==> config.mk <==
export PLATFORM = sky130hd
export DESIGN_NAME = seq_gen_top
export DESIGN_NICKNAME = d
export VERILOG_FILES = /design/src/rtl/seqgen_pkg.sv /design/src/rtl/seq_fb_mux.sv /design/src/rtl/seq_shift_reg.sv /design/src/rtl/seq_gen_top.sv
export SDC_FILE = /design/constraint.sdc
export NUM_CORES = 1
export LEC_CHECK = 0
export BUFFER_PORTS_ARGS = -buffer_cell sky130_fd_sc_hd__buf_2
export CORE_AREA = 3 3 40 42
export CTS_CLUSTER_SIZE = 16
export DETAILED_ROUTE_END_ITERATION = 16
export DIE_AREA = 0 0 43 45
export SYNTH_ARGS = -nofsm -noshare
export SYNTH_HDL_FRONTEND = slang
export SYNTH_SLANG_ARGS = --single-unit
==> constraint.sdc <==
create_clock -name clk -period 1.8 [get_ports clk]
set_input_delay 0.18 -clock clk [delete_from_list [all_inputs] [get_ports clk]]
set_output_delay 0.18 -clock clk [all_outputs]
set_load 0.1 [all_outputs]
==> src/rtl/seqgen_pkg.sv <==
`timescale 1ns/1ps
package seqgen_pkg;
   // Feedback slot source codes (2 bits per slot)
   localparam logic [1:0] FB_ZERO = 2'd0;
   localparam logic [1:0] FB_ONE  = 2'd1;
   localparam logic [1:0] FB_TAP  = 2'd2;
   localparam int unsigned FB_CODE_W = 2;
endpackage

==> src/rtl/seq_fb_mux.sv <==
`timescale 1ns/1ps
module seq_fb_mux #(
   parameter int unsigned SEL_W   = 3,
   parameter logic [seqgen_pkg::FB_CODE_W*(2**SEL_W)-1:0] SRC_CFG = 16'h0611
) (
   input  logic [SEL_W-1:0] sel,
   input  logic             tap,
   output logic             fb
);
   import seqgen_pkg::*;
   localparam int unsigned N_SLOT = 2**SEL_W;

   if (SEL_W < 1) begin : g_bad_sel
      $error("seq_fb_mux: SEL_W must be at least 1");
   end

   logic [N_SLOT-1:0] slot_d;

   for (genvar g = 0; g < N_SLOT; g++) begin : g_slot
      localparam logic [FB_CODE_W-1:0] CODE = SRC_CFG[FB_CODE_W*g +: FB_CODE_W];
      if (CODE == FB_ZERO) begin : g_zero
         assign slot_d[g] = 1'b0;
      end else if (CODE == FB_ONE) begin : g_one
         assign slot_d[g] = 1'b1;
      end else if (CODE == FB_TAP) begin : g_tap
         assign slot_d[g] = tap;
      end else begin : g_bad
         assign slot_d[g] = 1'b0;
         $error("seq_fb_mux: invalid slot source code");
      end
   end

   assign fb = slot_d[sel];
endmodule

==> src/rtl/seq_shift_reg.sv <==
`timescale 1ns/1ps
module seq_shift_reg #(
   parameter int unsigned W = 4,
   parameter logic [W-1:0] RST_VAL = '0
) (
   input  logic         clk,
   input  logic         rst,
   input  logic         en,
   input  logic         load,
   input  logic [W-1:0] load_val,
   input  logic         fb,
   output logic [W-1:0] q
);
   if (W < 2) begin : g_bad_w
      $error("seq_shift_reg: W must be at least 2");
   end

   logic [W-1:0] shifted;

   for (genvar i = 0; i < W; i++) begin : g_bit
      if (i == 0) begin : g_lsb
         assign shifted[i] = fb;
      end else begin : g_up
         assign shifted[i] = q[i-1];
      end
   end

   always_ff @(posedge clk) begin
      if (rst)       q <= RST_VAL;
      else if (load) q <= load_val;
      else if (en)   q <= shifted;
   end

   // reset wins over every other control
   assert_reset_value_R2: assert property (@(posedge clk)
      rst |=> (q == RST_VAL));
   // preset wins over enable
   assert_preset_R5: assert property (@(posedge clk) disable iff (rst)
      load |=> (q == $past(load_val)));
   // idle register keeps its contents
   assert_hold_R4: assert property (@(posedge clk) disable iff (rst)
      (!load && !en) |=> $stable(q));
   // enabled shift moves bits toward the MSB
   assert_shift_dir_R3: assert property (@(posedge clk) disable iff (rst)
      (!load && en) |=> (q[W-1:1] == $past(q[W-2:0])));
endmodule

==> src/rtl/seq_gen_top.sv <==
`timescale 1ns/1ps
module seq_gen_top #(
   parameter int unsigned W         = 4,
   parameter int unsigned PAT_LEN   = 6,
   parameter logic [PAT_LEN-1:0] PATTERN = 6'b101100,
   parameter logic [seqgen_pkg::FB_CODE_W*(2**(W-1))-1:0] FB_SRC = 16'h0611,
   parameter int unsigned MAX_CONV  = 4
) (
   input  logic         clk,
   input  logic         rst,
   input  logic         en,
   input  logic         load,
   input  logic [W-1:0] load_val,
   output logic         dout,
   output logic [W-1:0] sr_state
);
   import seqgen_pkg::*;
   localparam int unsigned SEL_W = W - 1;
   localparam int unsigned N_ST  = 2**W;
   localparam int unsigned IDX_W = (PAT_LEN > 1) ? $clog2(PAT_LEN) : 1;
   localparam int unsigned CNT_W = $clog2(MAX_CONV + 1) + 1;

   // ---- constant helpers ----
   function automatic logic pat_bit(input int i);
      return PATTERN[PAT_LEN - 1 - (i % PAT_LEN)];
   endfunction

   function automatic logic [W-1:0] window(input int k);
      logic [W-1:0] w;
      for (int j = 0; j < W; j++) w[W-1-j] = pat_bit(k + j);
      return w;
   endfunction

   function automatic logic fb_of(input logic [W-1:0] s);
      logic [FB_CODE_W-1:0] code;
      code = FB_SRC[FB_CODE_W*int'(s[SEL_W-1:0]) +: FB_CODE_W];
      if (code == FB_ONE) return 1'b1;
      if (code == FB_TAP) return s[W-1];
      return 1'b0;
   endfunction

   function automatic logic is_window(input logic [W-1:0] s);
      for (int k = 0; k < PAT_LEN; k++) if (s == window(k)) return 1'b1;
      return 1'b0;
   endfunction

   function automatic logic windows_distinct();
      for (int a = 0; a < PAT_LEN; a++)
         for (int b = a + 1; b < PAT_LEN; b++)
            if (window(a) == window(b)) return 1'b0;
      return 1'b1;
   endfunction

   function automatic logic table_follows_pattern();
      for (int k = 0; k < PAT_LEN; k++)
         if (fb_of(window(k)) != pat_bit(k + W)) return 1'b0;
      return 1'b1;
   endfunction

   function automatic logic all_converge();
      logic [W-1:0] cur;
      logic         hit;
      for (int s = 0; s < N_ST; s++) begin
         cur = W'(s);
         hit = 1'b0;
         for (int n = 0; n <= MAX_CONV; n++) begin
            if (is_window(cur)) hit = 1'b1;
            cur = {cur[W-2:0], fb_of(cur)};
         end
         if (!hit) return 1'b0;
      end
      return 1'b1;
   endfunction

   localparam logic [W-1:0] START_WIN = window(0);

   // ---- elaboration checks ----
   if (W < 2 || PAT_LEN < 2) begin : g_bad_size
      $error("seq_gen_top: W and PAT_LEN must be at least 2");
   end
   if (!windows_distinct()) begin : g_bad_width
      $error("seq_gen_top: register too narrow for the pattern");
   end
   if (!table_follows_pattern()) begin : g_bad_table
      $error("seq_gen_top: feedback table does not produce the pattern");
   end
   if (!all_converge()) begin : g_bad_conv
      $error("seq_gen_top: feedback table is not self-correcting");
   end

   // ---- datapath ----
   logic fb_bit;

   seq_fb_mux #(
      .SEL_W  (SEL_W),
      .SRC_CFG(FB_SRC)
   ) u_fb (
      .sel(sr_state[SEL_W-1:0]),
      .tap(sr_state[W-1]),
      .fb (fb_bit)
   );

   seq_shift_reg #(
      .W      (W),
      .RST_VAL(START_WIN)
   ) u_sr (
      .clk     (clk),
      .rst     (rst),
      .en      (en),
      .load    (load),
      .load_val(load_val),
      .fb      (fb_bit),
      .q       (sr_state)
   );

   assign dout = sr_state[W-1];

   // ---- checker state ----
   logic             in_cyc;
   logic [IDX_W-1:0] cyc_idx;
   logic [W-1:0]     exp_next;
   logic [CNT_W-1:0] conv_cnt;

   always_comb begin
      in_cyc  = 1'b0;
      cyc_idx = '0;
      for (int k = 0; k < PAT_LEN; k++) begin
         if (sr_state == window(k)) begin
            in_cyc  = 1'b1;
            cyc_idx = IDX_W'(k);
         end
      end
      exp_next = window((int'(cyc_idx) + 1) % PAT_LEN);
   end

   always_ff @(posedge clk) begin
      if (rst || load)
         conv_cnt <= '0;
      else if (en && !in_cyc && conv_cnt != CNT_W'(MAX_CONV))
         conv_cnt <= conv_cnt + 1'b1;
   end

   // inside the cycle each shift steps to the next pattern window
   assert_cycle_step_R8: assert property (@(posedge clk) disable iff (rst)
      (in_cyc && en && !load) |=> (sr_state == $past(exp_next)));
   // an unused value may not survive MAX_CONV shifts
   assert_converge_R9: assert property (@(posedge clk) disable iff (rst)
      !in_cyc |-> (conv_cnt < CNT_W'(MAX_CONV)));
   // the first output bit after reset is the pattern's first bit
   assert_first_bit_R7: assert property (@(posedge clk)
      rst |=> (dout == pat_bit(0)));
endmodule

==> results.toml, run 1 <==
[timing]
rsz0062_at_grt = "no"
setup_violations = 0
tightest_slew_ns = 0.487
skew_ns = 0.0103
hold_violations = 0
period_needed_ns = 1.25
period_share = 0.695
tns_ns = 0
fmax_ghz = 0.800
relSlewSlack = 0.677
drv_slew = 0

[setup_path]
path_delay_family = "buffers and inverters"
ff2ff_path_depth = 4
crit_arrival_ns = 1.07
cp_max_fo = 5
crit_path_top_delay_cell = "buf_2"
crit_required_ns = 1.62
crit_buf_inv = 1
start_kind = "flip-flop"
cp_num_cells = 1
r2r_start = "u_sr.q[1]"
crit_type = "reg2out"
rr_endpoint = "u_sr.q[0]"
crit_path_cell_trace = "buf_2"
crit_start = "u_sr.q[2]"
crit_end = "sr_state[2]"
critical_path.max_stage_delay_ns = 0.46
crit_path_end_kind = "primary output"
regToRegSetupSlack_ns = 0.77

[route]
wl_per_cell_um = 9.89
totalWireLength_um = 534
antenna_left = 0
via_per_inst = 3.78
vias = 204
drc = 0
drtPass1Iterations = 3
drtIter0Drc = 4

[die]
ioPinCount = 13
initial_core_util = 0.175
die_h_um = 45
fp.dieW_um = 43
die_area_mm2 = 0.00194
core_mm2 = 0.00128
rows = 13

[cts]
postCtsSetupBuffers = 0
cts-root-buf = "clkbuf_4"
holdBufCountCts = 0
numCtsBuffers = 3
htree_levels = 1
cts_resized = 0
cts_tree = "yes"
insertion_delay_ns = 0.24
cts_sinks = 4
clock_path_buffers = 2
cts.clk_slew.worst_paths_ns = 0.03

[finish]
final_cells = 54
top_register = "u_sr.q"
top_regs = "u_sr.q: 4 flops"
nNetsFinal = 49
largest_reg_flops = 4
final.fill_count = 157
area_growth_pct = 33.3
diodes = 0
drive_gt1_frac = 0.385

[yosys]
synthMostInstantiatedCell = "dfxtp_1"
yosysSeqAreaShare = 0.356
netlist_area_um2 = 225
yosys-top-cells-count = "dfxtp_1 (4), a21oi_1 (3), mux2i_1 (3), nand2b_1 (3), nor2_1 (3)"
synth_area_leader_cell = "dfxtp_1"
synthFlopType = "dfxtp_1"
synth_edf_count = 0
ys_async_sr_fraction = 0
synth-seq-cells = 4
syn_nets = 35
yosysTopAreaCellShare = 0.356
syn_inst = 27
ys_top_cells_by_area = "dfxtp_1 (36%), mux2i_1 (13%), nand2b_1 (8.3%)"
syn_area_per_cell_um2 = 8.34
synth_cell_types = 14
yosys_warnings = 0

[global_route]
overflow = 0
met2_usage = 0.0958
antenna_found_initial = 0
grt_max_degree = 8
grt_pass1_wl_um = 821
busiest_layer = "met2"
grtUsageTotal = 0.0624
grt_pass1_vias = 204
grtUsageMet1 = 0.0578
grtUsageMet3 = 0.0398

[placement]
io_buffers = 12
dpl.cell_count = 51
gp_congestion = 0.636

[power_and_ir_drop]
sequentialPowerShare = 0.323
power_frac_clock = 0.353
sw_frac_of_total = 0.386
p_switching_uw = 121
p_per_area_mw_per_mm2 = 1040
leakage_nw = 0.151
comb_power_share = 0.324
internal_power_uw = 193
peakVddDrop_v = 0.000262

[status]
status = "completed"

[hold_path]
min_path_type = "in2reg"

[job]
maxCapViolCount = 0
cell families (layout without fill, tap and decap cells):
logic type / after synthesis / count (layout) / share of synthesized area
simple gates: 8 / 8 / 0.178
compound gates: 7 / 7 / 0.183
buf+inv: 5 / 17 / 0.150
flops: 4 / 4 / 0.356
mux: 3 / 3 / 0.133
power groups by stage:
stage | Sequential (mW) | Combinational (mW) | Clock (mW)
4_1_cts | 0.101 | 0.103 | 0.117
6_report | 0.101 | 0.102 | 0.111
3_3_place_gp | 0.102 | 0.102 | 0
3_5_place_dp | 0.103 | 0.103 | 0
2_1_floorplan | 0.150 | 0.0409 | 0
5_1_grt | 0.102 | 0.108 | 0.120
per-stage QoR:
| stage | worst slack [ns] | cell area [µm²] | utilization | hold WS [ns] | power (mW) |
|---|---|---|---|---|---|
| global route | 0.498 | 300 | 0.234 | 0.155 | 0.330 |
| floorplan | 0.145 | 225 | - | 0.252 | 0.191 |
| finish | 0.550 | 300 | 0.234 | 0.146 | 0.314 |
| global placement | 0.805 | 278 | 0.216 | 0.382 | 0.204 |
| detailed placement | 0.764 | 278 | 0.216 | 0.389 | 0.205 |
| CTS | 0.541 | 300 | 0.234 | 0.146 | 0.321 |
worst min path at each step:
stage | start | end | cells past startpoint
final | rst | u_sr.q[2] | 2
after global routing | rst | u_sr.q[2] | 2
after CTS | rst | u_sr.q[2] | 2
after detailed placement | rst | u_sr.q[2] | 2
after global placement | rst | u_sr.q[2] | 2
after floorplan | rst | u_sr.q[2] | 1
cells in the final DEF, fill, tap and decap left out:
master	n
a21oi_1	3
a311oi_1	1
buf_2	12
clkbuf_4	3
dfxtp_1	4
inv_1	2
mux2i_1	3
nand2_1	1
nand2b_1	3
nor2_1	3
nor2b_1	1
o21ai_0	2
o21bai_1	1
final cells by class:
| type | count | area (µm²) | area share |
|---|---|---|---|
| multi-input combinational | 18 | 111 | 0.371 |
| sequential | 4 | 80.1 | 0.267 |
| timing repair buffer | 12 | 60.1 | 0.200 |
| clock buffer | 3 | 22.5 | 0.0750 |
| tap | 15 | 18.8 | 0.0625 |
| inverter | 2 | 7.51 | 0.0250 |
routing by layer:
metal,wire [µm],up-vias
met4,0,0
li1,-,112
met5,0,-
met2,262,6
met1,244,86
met3,27,0
Note: power is estimated with default switching activity, not from simulation.
==> inputs of run 2 (changes only) <==
==> constraint.sdc (replaced) <==
create_clock -name clk -period 1.1 [get_ports clk]
set_input_delay 0.11 -clock clk [delete_from_list [all_inputs] [get_ports clk]]
set_output_delay 0.11 -clock clk [all_outputs]
set_load 0.1 [all_outputs]
==> results.toml, run 2 (synthesis results as in run 1) <==
[status]
status = "completed"

[die]
fp.dieW_um = 43
initial_core_util = 0.175
rows = 13
die_area_mm2 = 0.00194
core_mm2 = 0.00128
ioPinCount = 13
die_h_um = 45

[finish]
top_regs = "u_sr.q: 4 flops"
final.fill_count = 145
nNetsFinal = 49
fin_area_um2 = 398
diodes = 0
top_register = "u_sr.q"
fin_util = 0.310
largest_reg_flops = 4
drive_gt1_frac = 0.513
final_common_cell = "buf_2"
final_cells = 54
area_growth_pct = 76.7
final_cell_mix = "buf_2 (7), buf_12 (5), dfxtp_4 (4)"

[timing]
layout_setup_ws_ns = 0.159
period_share = 0.856
holdWs_ns = 0.0739
period_needed_ns = 0.941
tns_ns = 0
setup_violations = 0
rsz0062_at_grt = "no"
drv_slew = 0
tightest_slew_ns = 0.219
hold_violations = 0
fmax_ghz = 1.06
relSlewSlack = 0.853
skew_ns = 0.000425

[global_route]
grtUsageMet3 = 0.0120
busiest_layer = "met1"
overflow = 0
met2_usage = 0.0778
grt_pass1_wl_um = 869
grt_max_degree = 8
grtUsageMet1 = 0.0845
grtUsageTotal = 0.0633
grt_pass1_vias = 196
antenna_found_initial = 0

[power_and_ir_drop]
leakage_nw = 0.192
peakVddDrop_v = 0.000550
finalPower_uw = 566
p_per_area_mw_per_mm2 = 1420

[placement]
place_area_um2 = 375
place_ws_ns = 0.159
gp_congestion = 0.740
dpl.cell_count = 51
io_buffers = 12
hpwl_um = 391

[hold_path]
min_path_type = "in2reg"

[setup_path]
cp_max_fo = 3
crit_path_end_kind = "flip-flop"
path_delay_family = "compound AO/OA/AOI/OAI gates"
crit_required_ns = 1.22
crit_buf_inv = 1
crit_path_cell_trace = "inv_1 -> o21ai_0 -> a311oi_1 -> o21bai_1"
crit_arrival_ns = 1.06
crit_type = "reg2reg"
critical_path.max_stage_delay_ns = 0.35
start_kind = "flip-flop"
crit_path_top_delay_cell = "dfxtp_4"

[cts]
numCtsBuffers = 3
cts.clk_slew.worst_paths_ns = 0.04
holdBufCountCts = 0
cts_resized = 0
insertion_delay_ns = 0.23
cts-root-buf = "clkbuf_4"
cts_tree = "yes"
htree_levels = 1
cts_sinks = 4
postCtsSetupBuffers = 0
clock_path_buffers = 2

[job]
maxCapViolCount = 0

[route]
vias = 208
drc = 0
drtIter0Drc = 1
wl_per_cell_um = 8.96
antenna_left = 0
totalWireLength_um = 484
drtPass1Iterations = 2
via_per_inst = 3.85
==> run 2: worst paths after layout <==
kind              cells past startpoint  slack (ns)         to      start
hold / removal                        2        0.07  u_sr.q[2]        rst
setup / recovery                      4        0.16  u_sr.q[0]  u_sr.q[3]
hold reg to reg                       4        0.65  u_sr.q[3]  u_sr.q[2]
setup reg to reg                      4        0.16  u_sr.q[0]  u_sr.q[3]
==> run 2: cell type report <==
type | count | area (µm²) | area share
timing repair buffer | 12 | 135 | 0.340
inverter | 2 | 7.51 | 0.0189
clock buffer | 3 | 22.5 | 0.0566
multi-input combinational | 18 | 119 | 0.299
sequential | 4 | 95.1 | 0.239
tap | 15 | 18.8 | 0.0472
==> run 2: routing by layer <==
metal / part of all wire / routed length (µm)
met3: 0.079 / 38
met2: 0.38 / 182
met5: 0 / 0
met4: 0.031 / 15
met1: 0.51 / 247
==> run 2: power by group <==
part           switching, mW  internal [mW]  total [mW]
logic                  0.129         0.0802       0.209
registers             0.0180          0.155       0.173
clock network         0.0617          0.122       0.184
==> inputs of run 3 (changes only) <==
==> constraint.sdc (replaced) <==
create_clock -name clk -period 1 [get_ports clk]
set_input_delay 0.1 -clock clk [delete_from_list [all_inputs] [get_ports clk]]
set_output_delay 0.1 -clock clk [all_outputs]
set_load 0.1 [all_outputs]
==> results.toml, run 3 (synthesis results as in run 1) <==
[finish]
area_growth_pct = 81.7
largest_reg_flops = 4
top_regs = "u_sr.q: 4 flops"
diodes = 0
final.fill_count = 145
drive_gt1_frac = 0.550
final_cell_mix = "buf_2 (7), buf_12 (5), dfxtp_4 (4)"
top_register = "u_sr.q"
final_common_cell = "buf_2"
nNetsFinal = 50
final_cells = 55
fin_util = 0.318

[global_route]
grt_max_degree = 8
grt_pass1_vias = 179
grtUsageTotal = 0.0583
antenna_found_initial = 0
overflow = 0
grt_pass1_wl_um = 765

[route]
vias = 215
drtIter0Drc = 0
antenna_left = 0
via_per_inst = 3.91
totalWireLength_um = 481
drc = 0
drtPass1Iterations = 1
wl_per_cell_um = 8.75

[setup_path]
r2r_start = "u_sr.q[1]"
start_kind = "flip-flop"
crit_path_cell_trace = "buf_4 -> buf_12"
crit_type = "reg2out"
rr_endpoint = "u_sr.q[0]"
regToRegSetupSlack_ns = 0.04
crit_path_end_kind = "primary output"
crit_arrival_ns = 0.86
crit_path_top_delay_cell = "dfxtp_4"
crit_required_ns = 0.90
cp_max_fo = 2
ff2ff_path_depth = 4
critical_path.max_stage_delay_ns = 0.33

[power_and_ir_drop]
finalPower_uw = 622
leakage_nw = 0.197
peakVddDrop_v = 0.000534
p_per_area_mw_per_mm2 = 1520

[placement]
gp_congestion = 0.689
io_buffers = 12
hpwl_um = 404
dpl.cell_count = 52

[timing]
drv_slew = 0
fmax_ghz = 1.04
period_needed_ns = 0.964
tightest_slew_ns = 0.233
setup_violations = 0
rsz0062_at_grt = "yes"
skew_ns = 0.000610
period_share = 0.964
hold_violations = 0
relSlewSlack = 0.843

[status]
status = "completed"

[cts]
cts_resized = 0
holdBufCountCts = 0
cts.clk_slew.worst_paths_ns = 0.03
cts_tree = "yes"
htree_levels = 1
numCtsBuffers = 3
cts-root-buf = "clkbuf_4"
clock_path_buffers = 2
cts_sinks = 4
insertion_delay_ns = 0.23
postCtsSetupBuffers = 0

[die]
core_mm2 = 0.00128
fp.dieW_um = 43
rows = 13
initial_core_util = 0.175
die_area_mm2 = 0.00194
ioPinCount = 13
die_h_um = 45

[hold_path]
min_path_type = "in2reg"
hold_end = "u_sr.q[2]"
holdCritStartpoint = "rst"
holdPathStages = 2

[job]
maxCapViolCount = 0
[run 3: cell types whose count changed in the layout (fill, tap and decap cells not counted)]
cell and delta:
buf_4 +1, o21ai_1 +1, o21ai_0 -1, a21oi_1 -1, a21oi_2 +1
[run 3: final cells by class]
cell class | count | area (µm²) | share of cell area
Inverter | 2 | 7.51 | 0.0183
Sequential cell | 4 | 95.1 | 0.232
Clock buffer | 3 | 22.5 | 0.0550
Multi-Input combinational cell | 18 | 123 | 0.300
Timing Repair Buffer | 13 | 143 | 0.349
Tap cell | 15 | 18.8 | 0.0459
[run 3: critical path, delay by kind of cell (launching register included)]
kind                   cells  cell delay (ns)
flip-flops                 1             0.33
buffers and inverters      2             0.30
[run 3: worst max path at each step]
stage	startpoint	to	slack, ns
3_5_place_dp	u_sr.q[2]	u_sr.q[0]	0.04
3_3_place_gp	u_sr.q[1]	u_sr.q[0]	0.07
2_1_floorplan	u_sr.q[1]	u_sr.q[0]	-0.14
4_1_cts	u_sr.q[3]	sr_state[3]	0.02
6_report	u_sr.q[3]	sr_state[3]	0.04
5_1_grt	u_sr.q[1]	u_sr.q[0]	-0.02
[run 3: layer usage]
| layer | up-vias | global-route usage | share of wire |
|---|---|---|---|
| met1 | 88 | 0.0749 | 0.41 |
| met5 | - | 0 | 0 |
| li1 | 115 | - | - |
| met3 | 2 | 0.0199 | 0.11 |
| met2 | 10 | 0.0659 | 0.45 |
| met4 | 0 | 0.0723 | 0.029 |
[run 3: per-stage QoR]
step	setup TNS (ns)	area, µm²	setup slack, ns	hold WS, ns
6_report	0	409	0.0356	0.0564
2_1_floorplan	-0.142	248	-0.142	0.163
4_1_cts	0	405	0.0224	0.0510
3_5_place_dp	0	383	0.0417	0.302
5_1_grt	-0.0171	409	-0.0171	0.0681
3_3_place_gp	0	383	0.0667	0.301
[run 3: report_power, final]
part           internal [mW]  total [mW]  switching (mW)
registers              0.171       0.186          0.0156
clock network          0.134       0.195          0.0606
logic                 0.0932       0.241           0.148
